### src/rtl/can_flt_pkg.sv
// Package: shared constants and helpers for the CAN acceptance filter.
// Assumes byte k of a 32-bit code/mask word lives at bits 8k+7..8k.
package can_flt_pkg;
    localparam int BYTE_W   = 8;
    localparam int N_BYTES  = 4;
    localparam int CFG_W    = BYTE_W * N_BYTES;
    localparam int EXT_ID_W = 29;
    localparam int STD_ID_W = 11;
    localparam int DLC_W    = 4;

    // Byte k of a configuration word.
    function automatic logic [BYTE_W-1:0] cfg_byte(input logic [CFG_W-1:0] w, input int k);
        return w[BYTE_W*k +: BYTE_W];
    endfunction

    // True when a equals b on every bit where the mask m is 0.
    function automatic logic byte_match(input logic [BYTE_W-1:0] a,
                                        input logic [BYTE_W-1:0] b,
                                        input logic [BYTE_W-1:0] m);
        return ((a ^ b) & ~m) == '0;
    endfunction
endpackage

### src/rtl/can_flt_single.sv
// Single-arrangement matcher: one wide filter over all four code/mask bytes.
// Extended frames compare the whole 29-bit identifier; standard frames
// compare identifier plus remote flag and may also test data bytes 0 and 1.
// Purely combinational; the caller registers the verdict.
module can_flt_single
    import can_flt_pkg::*;
(
    input  logic [EXT_ID_W-1:0] id,
    input  logic                ext,
    input  logic                rtr,
    input  logic [DLC_W-1:0]    dlc,
    input  logic [BYTE_W-1:0]   d0,
    input  logic [BYTE_W-1:0]   d1,
    input  logic [CFG_W-1:0]    code,
    input  logic [CFG_W-1:0]    mask,
    output logic                hit
);
    localparam int STD_CMP_W = STD_ID_W + 1;

    logic [EXT_ID_W-1:0]  ext_want, ext_dc;
    logic [STD_CMP_W-1:0] std_want, std_dc, std_have;
    logic                 ext_ok, std_id_ok, d0_ok, d1_ok, data_ok;

    // Lay the code and mask bytes out as identifier-aligned vectors.
    always_comb begin
        ext_want = {cfg_byte(code, 0), cfg_byte(code, 1), cfg_byte(code, 2), code[31:27]};
        ext_dc   = {cfg_byte(mask, 0), cfg_byte(mask, 1), cfg_byte(mask, 2), mask[31:27]};
        std_want = {cfg_byte(code, 0), code[15:12]};
        std_dc   = {cfg_byte(mask, 0), mask[15:12]};
        std_have = {id[STD_ID_W-1:0], rtr};
    end

    // Identifier, data-byte and final verdict terms.
    always_comb begin
        ext_ok    = ((id ^ ext_want) & ~ext_dc) == '0;
        std_id_ok = ((std_have ^ std_want) & ~std_dc) == '0;
        d0_ok     = byte_match(d0, cfg_byte(code, 2), cfg_byte(mask, 2));
        d1_ok     = byte_match(d1, cfg_byte(code, 3), cfg_byte(mask, 3));
        data_ok   = rtr || (dlc == '0) || (d0_ok && ((dlc == DLC_W'(1)) || d1_ok));
        hit       = ext ? ext_ok : (std_id_ok && data_ok);
    end
endmodule

### src/rtl/can_flt_dual.sv
// Dual-arrangement matcher: two narrow filters, bank g built from bytes 2g
// and 2g+1. Either bank accepting is enough. Extended frames test identifier
// bits 28..13 only; standard frames test identifier plus remote flag, and
// bank 0 also tests data byte 0 against nibbles split over bytes 1 and 3.
// Purely combinational.
module can_flt_dual
    import can_flt_pkg::*;
(
    input  logic [EXT_ID_W-1:0] id,
    input  logic                ext,
    input  logic                rtr,
    input  logic [DLC_W-1:0]    dlc,
    input  logic [BYTE_W-1:0]   d0,
    input  logic [CFG_W-1:0]    code,
    input  logic [CFG_W-1:0]    mask,
    output logic                hit
);
    localparam int N_BANKS   = 2;
    localparam int EXT_HI_W  = 2 * BYTE_W;
    localparam int STD_CMP_W = STD_ID_W + 1;

    logic [N_BANKS-1:0] ext_ok, std_ok;
    logic [BYTE_W-1:0]  nib_want, nib_dc;
    logic               data_ok;

    for (genvar g = 0; g < N_BANKS; g++) begin : g_bank
        logic [EXT_HI_W-1:0]  hi_want, hi_dc;
        logic [STD_CMP_W-1:0] s_want, s_dc;
        // Per-bank identifier comparison for both frame formats.
        always_comb begin
            hi_want   = {cfg_byte(code, 2*g), cfg_byte(code, 2*g+1)};
            hi_dc     = {cfg_byte(mask, 2*g), cfg_byte(mask, 2*g+1)};
            s_want    = {cfg_byte(code, 2*g), code[BYTE_W*(2*g+1)+4 +: 4]};
            s_dc      = {cfg_byte(mask, 2*g), mask[BYTE_W*(2*g+1)+4 +: 4]};
            ext_ok[g] = ((id[EXT_ID_W-1 -: EXT_HI_W] ^ hi_want) & ~hi_dc) == '0;
            std_ok[g] = (({id[STD_ID_W-1:0], rtr} ^ s_want) & ~s_dc) == '0;
        end
    end

    // Bank 0 data test on byte 0; empty frames pass it.
    always_comb begin
        nib_want = {code[11:8], code[27:24]};
        nib_dc   = {mask[11:8], mask[27:24]};
        data_ok  = (dlc == '0) || byte_match(d0, nib_want, nib_dc);
        hit      = ext ? (|ext_ok) : ((std_ok[0] && data_ok) || std_ok[1]);
    end
endmodule

### src/rtl/can_accept_filter.sv
// Top: CAN frame acceptance filter. Selects the single or dual matcher per
// frame and registers the verdict one cycle after the frame strobe.
// Assumes frame fields and configuration are stable in the strobe cycle.
module can_accept_filter
    import can_flt_pkg::*;
(
    input  logic                clk,
    input  logic                rst_n,
    input  logic                frm_valid,
    input  logic [EXT_ID_W-1:0] frm_id,
    input  logic                frm_ext,
    input  logic                frm_rtr,
    input  logic [DLC_W-1:0]    frm_dlc,
    input  logic [BYTE_W-1:0]   frm_d0,
    input  logic [BYTE_W-1:0]   frm_d1,
    input  logic [CFG_W-1:0]    acc_code,
    input  logic [CFG_W-1:0]    acc_mask,
    input  logic                single_mode,
    output logic                res_valid,
    output logic                res_accept
);
    logic hit_single, hit_dual, hit;

    can_flt_single u_single (
        .id(frm_id), .ext(frm_ext), .rtr(frm_rtr), .dlc(frm_dlc),
        .d0(frm_d0), .d1(frm_d1), .code(acc_code), .mask(acc_mask),
        .hit(hit_single)
    );

    can_flt_dual u_dual (
        .id(frm_id), .ext(frm_ext), .rtr(frm_rtr), .dlc(frm_dlc),
        .d0(frm_d0), .code(acc_code), .mask(acc_mask),
        .hit(hit_dual)
    );

    // Arrangement select.
    always_comb hit = single_mode ? hit_single : hit_dual;

    // Register the verdict and its valid flag.
    always_ff @(posedge clk) begin
        if (!rst_n) begin
            res_valid  <= 1'b0;
            res_accept <= 1'b0;
        end else begin
            res_valid  <= frm_valid;
            res_accept <= frm_valid && hit;
        end
    end

    // result strobe follows the frame strobe by one cycle.
    assert_valid_follows_R1: assert property (@(posedge clk) disable iff (!rst_n)
        frm_valid |=> res_valid);
    assert_no_spurious_valid_R1: assert property (@(posedge clk) disable iff (!rst_n)
        !frm_valid |=> !res_valid && !res_accept);
    // a fully open mask accepts anything.
    assert_open_mask_accepts_R2: assert property (@(posedge clk) disable iff (!rst_n)
        (frm_valid && (&acc_mask)) |=> res_accept);
    // dual extended frame hitting the first filter with a closed mask is kept.
    assert_dual_ext_bank0_R6: assert property (@(posedge clk) disable iff (!rst_n)
        (frm_valid && !single_mode && frm_ext && acc_mask == '0 &&
         frm_id[28:13] == {acc_code[7:0], acc_code[15:8]}) |=> res_accept);
endmodule

### config.mk
export PLATFORM = sky130hd
export DESIGN_NAME = can_accept_filter
export DESIGN_NICKNAME = d
export VERILOG_FILES = /design/src/rtl/can_flt_pkg.sv /design/src/rtl/can_flt_single.sv /design/src/rtl/can_flt_dual.sv /design/src/rtl/can_accept_filter.sv
export SDC_FILE = /design/constraint.sdc
export NUM_CORES = 1
export LEC_CHECK = 0
export ABC_AREA = 1
export BUFFER_PORTS_ARGS = -buffer_cell sky130_fd_sc_hd__buf_2
export CORE_MARGIN = 2
export CORE_UTILIZATION = 49
export CTS_CLUSTER_SIZE = 40
export DETAILED_ROUTE_END_ITERATION = 8
export PLACE_DENSITY = 0.93
export SYNTH_ARGS = -nofsm -noshare
export SYNTH_HDL_FRONTEND = slang
export SYNTH_SLANG_ARGS = --single-unit
### constraint.sdc
create_clock -name clk -period 2.4 [get_ports clk]
set_clock_uncertainty 0.2 [all_clocks]
set_input_delay 0.36 -clock clk [delete_from_list [all_inputs] [get_ports clk]]
set_output_delay 0.36 -clock clk [all_outputs]
set_load 0.1 [all_outputs]
Yosys cells after proc, flatten, opt, wreduce, memory -nomap -nowiden. Index checks and enable logic that the tools add are counted.

Register bits: 2. Input port bits: 119. Output and inout port bits: 2. Logic and storage cells: 49.

Equality and inequality tests: 1. Muxes and demuxes: 3. Bitwise gates (word level): 24. Reduce and logical (&&, ||, !) cells: 19.

Operators by type and width (number): AND 16 bit (2); logical NOT 16 bit (2); NOT 16 bit (2); XOR 16 bit (2); AND 29 bit (1); logical NOT 29 bit (1); NOT 29 bit (1); XOR 29 bit (1); AND 12 bit (2); AND 8 bit (3); logical NOT 12 bit (2); logical NOT 8 bit (3); NOT 12 bit (2); NOT 8 bit (3); XOR 12 bit (2); XOR 8 bit (3); logical OR 1 bit (5); equality test 4 x 1 -> 1 bit (second input constant) (1); logical AND 1 bit (4); logical NOT 4 bit (1); two-way mux 1 bit (3); OR reduction 2 bit (1).

Logic depth before layout (Yosys ltp). Gate-level depths: netlist (run 1).

Depth after elaboration: 10. Mapped depth: 13. Mapped depth without buffers: 13.

Cells and area by module. From an unflattened synthesis (run 1), not the netlist that was laid out.

Cell total of the unflattened synthesis: 651. Area, all modules: 2696.3 µm².

Modules (own cells, without submodules): can_flt_dual (instances 1, cells each 366, area each 1456.4 µm², seq. area each 0.0 µm²); can_flt_single (instances 1, cells each 276, area each 1168.6 µm², seq. area each 0.0 µm²); can_accept_filter (instances 1, cells each 9, area each 71.3 µm², seq. area each 40.0 µm²).

Worst setup path before layout (run 1). Ideal clock, no wire load.

Kind: register to output. Start: reg res_accept. End: out res_accept. Arrival time: 0.909 ns. Required time: 1.840 ns. Slack: 0.931 ns. Cell stages (with the launch flop): 1. Buffers on the path: 0. Cell sequence: dfxtp_1.

RTL lines: from (decl) (line can_accept_filter.sv:20) `output logic res_accept`; from (signal assigned) (line can_accept_filter.sv:46) `res_accept <= frm_valid && hit;`.

No word-level cell between the ends.

Final worst setup path (run 1).
Start: reg res_valid. End: out res_valid.

RTL lines: from (decl) (line can_accept_filter.sv:19) `output logic res_valid,`; from (signal assigned) (line can_accept_filter.sv:45) `res_valid <= frm_valid;`.

No word-level cell between the ends.

==> results of run 1 <==
-- routing by layer --
layer | GRT usage [%] | routed length, um
met1 | 33.4 | 2830
met2 | 55.9 | 3370
met3 | 3.29 | 606
met4 | 6.75 | 59
met5 | 0 | 0
-- logic make-up after synthesis --
group,Yosys count,share of synthesized area (%)
AND/OR/NAND/NOR,330,66.3
buffers and inverters,108,20.1
AO/OA/AOI/OAI,47,11.7
flip-flops,2,1.98
-- placed cells by master (no fill, tap or decap) --
cell type	count
nor3_1	1
nand4_1	5
buf_2	120
nor2_2	1
inv_1	108
o21ai_0	21
clkbuf_8	3
a21oi_1	24
o21ai_1	1
dfxtp_1	2
or2_1	1
a31oi_1	1
nand3_1	58
nand2_1	202
nand3_2	1
nor2_1	60
nand2_2	1
-- per-stage QoR --
stage | setup WS [ps] | hold WS, ps | power, uW
floorplan | 931 | 272 | 271
global placement | 767 | 385 | 460
detailed placement | 758 | 387 | 473
CTS | 910 | 168 | 607
global route | 800 | 183 | 681
finish | 914 | 163 | 612
-- layout make-up --
type | count | area (um^2)
Multi-Input combinational cell | 377 | 1580
Sequential cell | 2 | 40.0
Timing Repair Buffer | 120 | 601
Clock buffer | 3 | 41.3
Tap cell | 50 | 62.6
Inverter | 108 | 405
Fill cell | 412 | 1250
-- registers in the layout (all words and copies together) (netlist names) --
| signal | cells |
|---|---|
| res_accept | 1 |
| res_valid | 1 |
-- how the worst max path moves through the flow --
stage / from / to / cells after the start
4_1_cts: res_accept / res_accept / 1
6_report: res_valid / res_valid / 1
5_1_grt: acc_code[31] / res_accept / 12
2_1_floorplan: res_accept / res_accept / 0
3_5_place_dp: acc_code[31] / res_accept / 13
3_3_place_gp: acc_code[31] / res_accept / 12
-- power by group through the flow --
stage               clock [uW]  sequential, uW  combinational (uW)
global route               143            35.5                 503
finish                     134            35.4                 443
global placement             0            35.7                 425
CTS                        133            35.4                 439
detailed placement           0            35.8                 437
floorplan                    0            46.6                 224
==> results.ini, run 1 <==
[synth]
post_synth_main_area_contributors=nand2_1, inv_1, nand3_1, nor2_1, a21oi_1
synth-main-ff-cell=dfxtp_1
yosysUniqueCellTypes=15
async_reset_ff_share_pct=0
synth_area_leader_cell=nand2_1
postSynthRegisterBits=2
syn_area_um2=2020
syn_inst=487
synth_common_cells=nand2_1, inv_1, nor2_1
synth.net_count=606
synth_most_common_cell=nand2_1
yosys.area.top_type_share_pct=37.5
synth_enable_flop_cells=0
synth.avg_cell_area_um2=4.15
synth_seq_area_share_pct=1.98
yosysWarningCount=0

[placement]
cell_total_after_placement=657
finalWeightedCongestion=0.986
placement.io_buffers=120
place_hpwl_um=6110
placed_instance_area_um2=2680

[sta]
final_max_slew_viols=0
final_min_period_over_clock_period_pct=61.9
time_the_final_worst_path_needs_with_i_o_delays_and_setup_ps=1490
hold_viol_final=0
clock.fmax_ghz=0.673
worstMarginPinSlew_ps=490
worst_slew_margin_rel_pct=67.6
setup_repair_after_global_routing_missed_its_margin=no
setup-tns-final_ps=0
report.final.setup_viol=0

[power_and_ir_drop]
p_per_area_nw_per_um2=225
total_leakage_power_uw=0.00192
seq_power_share_pct=5.8
p_int_uw=317
switching_power_uw=295
power_switching_share_pct=48.2
max-vdd-ir-drop_uv=125
p_clk_share_pct=21.9
pwr-share-comb_pct=72.4

[hold_path]
path_class_of_the_lowest_slack_min_delay_path=input pin to flip-flop
hold_end=res_valid
hp-start=frm_valid
hold-path-cell-count=3

[clocking]
clock_tree_from_tritoncts=yes
clock_pin_slew_of_the_registers_on_the_worst_case_setup_and_hold_paths_ps=30
maximum_level_of_the_cts_h_tree=1
cts_buffer_depth=2
ctsHoldBuffers=0
number_of_buffers_added_by_the_clock_tree_synthesis_step=3
postCtsSetupRepairBufs=0
cts.sink_count=2
post_cts_resize_count=0
cts-root-buf=clkbuf_8

[worst_setup_path]
worst-endpoint-required_ps=1840
critical_path.top_delay_family=buffers and inverters
cp_slowest_stage_delay_ps=420
critPathBufInv=1
arrival_ps=930
path_max_fanout=1
crit_chain=buf_2
critical_path_class=flip-flop to output pin
crit_path_end_kind=output pin
critical_path_cell_with_the_highest_stage_delay=buf_2
crit_path_start_kind=flip-flop

[route]
route.final.wire_length_um=6860
post_drt_via_cell_ratio=4.91
detail_route.wl_per_cell_um=10.4
first_pass_iters=6
drcViolationCount=0
detail-route-antenna-nets=0
drt-initial-drc-count=176
route.vias.total=3239

[cells_and_area]
drive_above_1_share_pct=20.7
antenna-diode-count=0
design.final.nets=731
layout.cells.non_filler=660
flow.area_growth_from_synthesis_pct=34.9
finalCoreUtilization_pct=68.6
finalInstanceArea_um2=2730

[global_route]
grt_start_max_net_pins=9
grt_antenna_before_repair=0
grt.overflow.total=0
grt_first_pass_wirelength_um=10500
first_global_vias=2788
grt_usage_pct=28.9

[floorplan]
floorplan.die.width_um=68.2
die-area_um2=4650
num_rows=23
die_height_um=68.2
floorplan.initialDensity_pct=50.9
design.portCount=121
total_core_area_um2=3970

[outcome]
run_status=finished, final reports clean

[run]
max_cap_violations=0

Power figures use the tool's default switching activity.
==> run 2, diff against run 1 <==
Settings changed: CORE_UTILIZATION 49 to 41, PLACE_DENSITY 0.93 to 0.83.
Clock period 2.4 ns to 1.35 ns, I/O delays scaled along.
==> run 2 against run 1 <==
Net effect:
- largest cell class unchanged
- die area is 18% higher
- sequential cell count stayed put
- combinational power is 84% higher
- sequential share of layout area is 0.058 points lower
- total power is 81% higher
- critical path depth is 13 higher
- clock power is 72% higher
- utilization is 8.5 points lower
- sequential power is 82% higher
- via count is 0.86% lower
- non-clock buffer count is 5 higher
==> results.ini, run 2 (synthesis results as in run 1) <==
[worst_setup_path]
critical_path_class=input pin to flip-flop
crit_path_start_kind=input pin
worst-endpoint-required_ps=1300  ; -540 ps
crit_path_end_kind=flip-flop
arrival_ps=1230  ; +300 ps
path_max_fanout=4  ; +3

[cells_and_area]
largest_registers=res_accept: 1 flops, res_valid: 1 flops
flow.area_growth_from_synthesis_pct=40.4
drive_above_1_share_pct=23.7  ; +3.1 points
antenna-diode-count=0  ; unchanged
design.final.nets=736  ; +0.68%
commonest_non_fill_non_tap_cell_in_the_layout=nand2_1
highest_count_cells_in_the_layout_ignoring_fill_and_taps=nand2_1, buf_2, inv_1, nand3_1, nor2_1

[clocking]
number_of_buffers_added_by_the_clock_tree_synthesis_step=3  ; unchanged
ctsHoldBuffers=0  ; unchanged
cts_buffer_depth=2  ; unchanged
clock_tree_from_tritoncts=yes
post_cts_resize_count=0  ; unchanged
cts-root-buf=clkbuf_8
maximum_level_of_the_cts_h_tree=1  ; unchanged
cts.sink_count=2  ; unchanged
postCtsSetupRepairBufs=0  ; unchanged
clock_pin_slew_of_the_registers_on_the_worst_case_setup_and_hold_paths_ps=30  ; about the same

[sta]
setup_repair_after_global_routing_missed_its_margin=yes
hold_viol_final=0  ; unchanged
worstMarginPinSlew_ps=198  ; -292 ps
clock.fmax_ghz=0.783
worst_slew_margin_rel_pct=86.7  ; +19 points
final_max_slew_viols=0  ; unchanged
final_min_period_over_clock_period_pct=94.6
report.final.setup_viol=0  ; unchanged
setup-tns-final_ps=0  ; unchanged
time_the_final_worst_path_needs_with_i_o_delays_and_setup_ps=1280

[floorplan]
die-area_um2=5510  ; +18%
die_height_um=74.2  ; +8.8%
num_rows=25  ; +8.7%
design.portCount=121  ; unchanged
total_core_area_um2=4720  ; +19%
floorplan.initialDensity_pct=42.8  ; -8.1 points
floorplan.die.width_um=74.2  ; +8.8%

[power_and_ir_drop]
total_leakage_power_uw=0.00194  ; +1.3%
pnr_total_power_uw=1110  ; +81%
max-vdd-ir-drop_uv=152  ; +22%
p_per_area_nw_per_um2=391  ; +74%

[placement]
place_hpwl_um=6070  ; -0.74%
finalWeightedCongestion=0.941  ; -4.5%
placement.io_buffers=120  ; unchanged

[global_route]
grt.overflow.total=0  ; unchanged
grt_first_pass_wirelength_um=10600  ; +1.5%
grt_usage_pct=23.8  ; -5.2 points
grt_antenna_before_repair=0  ; unchanged
grt_start_max_net_pins=9  ; unchanged
first_global_vias=2767  ; -0.75%

[outcome]
run_status=finished, final reports clean

[route]
detail-route-antenna-nets=0  ; unchanged
drt-initial-drc-count=131  ; -26%
first_pass_iters=5  ; -1
route.final.wire_length_um=6830  ; -0.44%
drcViolationCount=0  ; unchanged
detail_route.wl_per_cell_um=10.0  ; -3.6%
route.vias.total=3211  ; -0.86%
post_drt_via_cell_ratio=4.71  ; -4.1%

[run]
max_cap_violations=0  ; unchanged

[hold_path]
path_class_of_the_lowest_slack_min_delay_path=input pin to flip-flop

==> run 2: path summary, 6_finish.rpt <==
check  depth (start not counted)  slack [ps]      start          to
max                           14          70  frm_id[1]  res_accept
min                            3          10  frm_valid   res_valid
==> run 2: critical path: stages <==
cell and delay [ps]:
buf_2 120, inv_1 90, nand2_1 60, nand3_1 60
nand2_1 60, nor2_2 130, nand2_1 90, nor2_1 90
nand2_1 50, nand2_1 60, nand2_1 50, nand2_1 50
nand2_1 60, nor2_2 70
==> run 2: power breakdown <==
| part | internal [uW] | switching (uW) | total (uW) |
|---|---|---|---|
| sequential | 62.3 | 2.05 | 64.4 |
| clock | 188 | 42.4 | 230 |
| combinational | 336 | 480 | 815 |
| total | 586 | 524 | 1110 |
==> run 2: final cells by class <==
| class | count | area (um^2) |
|---|---|---|
| timing repair buffer | 125 | 673 |
| sequential | 2 | 40.0 |
| tap | 67 | 83.8 |
| inverter | 108 | 405 |
| clock buffer | 3 | 41.3 |
| fill | 501 | 1890 |
| multi-input combinational | 377 | 1590 |
==> run 2: metrics by stage <==
| step | hold slack, ps | std cells | utilization (%) | worst slack (ps) | area (um^2) |
|---|---|---|---|---|---|
| after floorplan | 114 | 487 | - | 38.5 | 2020 |
| after global placement | 218 | 679 | 58.7 | -138 | 2770 |
| after detailed placement | 222 | 679 | 58.7 | -174 | 2770 |
| after CTS | 12.2 | 682 | 59.6 | 34.9 | 2810 |
| after global routing | 28.1 | 682 | 60.1 | -34.6 | 2840 |
| final | 13.4 | 682 | 60.1 | 72.4 | 2840 |
==> run 2: per-layer routing <==
layer / GRT usage (%) / vias up / wire [um]
li1: - / 1733 / -
met1: 28.6 / 1349 / 2870
met2: 43.8 / 123 / 3350
met3: 2.71 / 6 / 552
met4: 7.27 / 0 / 63
met5: 0 / - / 0
==> run 3, diff against run 2 <==
Settings changed: CTS_CLUSTER_SIZE 40 to unset.
Clock period 1.35 ns to 1.15 ns, I/O delays scaled along.
==> run 3 against run 2 <==
Net effect:
- the run now ends with negative setup slack left
- die area unchanged
- via count is 6.8% higher
- global-route usage up 1.9 points
- critical path depth fell by 3
- sequential cell count stayed put
- count of clock-buffer cells in the layout unchanged
==> results.ini, run 3 (synthesis results as in run 1) <==
[power_and_ir_drop]
power_switching_share_pct=47.1  ; -0.11 points
p_clk_share_pct=18.6  ; -2.2 points
seq_power_share_pct=5.1  ; -0.7 points
max-vdd-ir-drop_uv=244  ; +61%
p_per_area_nw_per_um2=465  ; +19%
switching_power_uw=698  ; +33%
p_int_uw=784  ; +34%
pwr-share-comb_pct=76.3  ; +2.9 points
total_leakage_power_uw=0.00202  ; +3.8%

[sta]
setup_repair_after_global_routing_missed_its_margin=yes
fin_ws_ps=-111  ; -184 ps
worst_slew_margin_rel_pct=83.4  ; -3.3 points
time_the_final_worst_path_needs_with_i_o_delays_and_setup_ps=1260
hold_viol_final=0  ; unchanged
final_min_period_over_clock_period_pct=110
final_max_slew_viols=0  ; unchanged
report.final.setup_viol=1  ; +1
setup-tns-final_ps=-111  ; -111 ps
clock.fmax_ghz=0.793
worstMarginPinSlew_ps=247  ; +49.2 ps

[cells_and_area]
commonest_non_fill_non_tap_cell_in_the_layout=nand2_1
drive_above_1_share_pct=33.4  ; +9.6 points
design.final.nets=738  ; +0.27%
flow.area_growth_from_synthesis_pct=57.7
largest_registers=res_accept: 1 flops, res_valid: 1 flops
highest_count_cells_in_the_layout_ignoring_fill_and_taps=nand2_1, buf_2, inv_1, nor2_1, nand3_1
finalInstanceArea_um2=3190  ; +12%
antenna-diode-count=0  ; unchanged
layout.cells.non_filler=684  ; +0.29%
num-fill-cells=428  ; -15%

[route]
post_drt_via_cell_ratio=5.01  ; +6.4%
route.final.wire_length_um=7850  ; +15%
detail-route-antenna-nets=0  ; unchanged
route.vias.total=3428  ; +6.8%
detail_route.wl_per_cell_um=11.5  ; +14%
drcViolationCount=0  ; unchanged
drt-initial-drc-count=174  ; +33%
first_pass_iters=5  ; unchanged

[global_route]
grt.overflow.total=0  ; unchanged
grt_first_pass_wirelength_um=11500  ; +7.9%
first_global_vias=2822  ; +2.0%
grt_antenna_before_repair=0  ; unchanged
grt_util_met1_pct=32.6  ; +4.0 points
groute.layer.met3.usage_pct=1.76  ; -0.95 points
grt_start_max_net_pins=9  ; unchanged
use_met2_pct=47.7  ; +3.9 points
globalRoute.busiestLayer=met2
grt_usage_pct=25.6  ; +1.9 points

[placement]
placement.io_buffers=120  ; unchanged
cell_total_after_placement=677  ; -0.29%
dp_slack_ps=-311  ; -137 ps
place_hpwl_um=6050  ; -0.25%
placed_instance_area_um2=2760  ; -0.45%
finalWeightedCongestion=0.925  ; -1.7%

[worst_setup_path]
crit_path_end_kind=flip-flop
worst-endpoint-required_ps=1050  ; -250 ps
path_max_fanout=2  ; -2
critical_path_class=input pin to flip-flop
crit_path_start_kind=input pin
arrival_ps=1160  ; -70 ps

[floorplan]
floorplan.initialDensity_pct=42.8  ; unchanged
floorplan.die.width_um=74.2  ; unchanged
total_core_area_um2=4720  ; unchanged
die-area_um2=5510  ; unchanged
design.portCount=121  ; unchanged
num_rows=25  ; unchanged
die_height_um=74.2  ; unchanged

[clocking]
clock_tree_from_tritoncts=yes
cts_buffer_depth=2  ; unchanged
clock_pin_slew_of_the_registers_on_the_worst_case_setup_and_hold_paths_ps=30  ; about the same
maximum_level_of_the_cts_h_tree=1  ; unchanged
cts.sink_count=2  ; unchanged
number_of_buffers_added_by_the_clock_tree_synthesis_step=3  ; unchanged
cts-root-buf=clkbuf_8

[hold_path]
path_class_of_the_lowest_slack_min_delay_path=input pin to flip-flop

[outcome]
run_status=finished, violations left
failed_checks=negative setup slack

[run]
max_cap_violations=0  ; unchanged

run 3: changes by cell type in the layout (fill, tap and decap cells not counted), sizes merged:
cell,previous run,this run
clkbuf,4,3
dlygate4sd3,0,2
buf,124,125
run 3: final cells by class:
| cell class | count | area, um^2 | share of cell area [%] |
|---|---|---|---|
| inverter | 108 | 433 | 13.6 |
| clock buffer | 3 | 41.3 | 1.30 |
| sequential | 2 | 42.5 | 1.33 |
| tap | 67 | 83.8 | 2.63 |
| multi-input combinational | 377 | 1720 | 54.1 |
| timing repair buffer | 127 | 862 | 27.1 |
run 3: routing by layer:
| layer | vias up | share of wire, % |
|---|---|---|
| met1 | 1483 | 38 |
| met3 | 30 | 8.4 |
| met2 | 169 | 51 |
| met5 | - | 0 |
| li1 | 1746 | - |
| met4 | 0 | 3.0 |
run 3: worst paths after layout:
kind / from / cells after the start / end
min: single_mode / 4 / res_accept
max: frm_d1[5] / 11 / res_accept
run 3: critical path, stage by stage:
cell     delay, ps
buf_2          110
a21oi_1        190
o21ai_0        140
nand2_1         90
nor2_1          40
nand2_1         60
nand2_1         50
nand2_1         50
nand2_1         60
a21oi_2        140
nor2_2          50
run 3: timing repair:
action | in CTS | in global routing
pin swaps | 58 | 31
setup buffers | 1 | 1
endpoints found under the setup margin | 1 | 1
hold endpoints to repair | 1 | 0
hold buffers | 2 | 0
resized for setup | 75 | 60
run 3: metrics by stage:
step | total power [uW] | hold WS, ps | util, %
floorplan | 568 | 83.9 | -
detailed placement | 1010 | 190 | 58.4
CTS | 1380 | 68.4 | 63.5
finish | 1480 | 91.0 | 67.5
global placement | 986 | 190 | 58.4
global route | 1620 | 122 | 67.5
run 3: power by group through the flow:
stage | registers [uW] | logic, uW | clock network (uW)
6_report | 76.2 | 1130 | 275
5_1_grt | 76.5 | 1250 | 291
4_1_cts | 76.2 | 1020 | 281
3_5_place_dp | 77.0 | 930 | 0
3_3_place_gp | 77.2 | 909 | 0
2_1_floorplan | 98.0 | 470 | 0
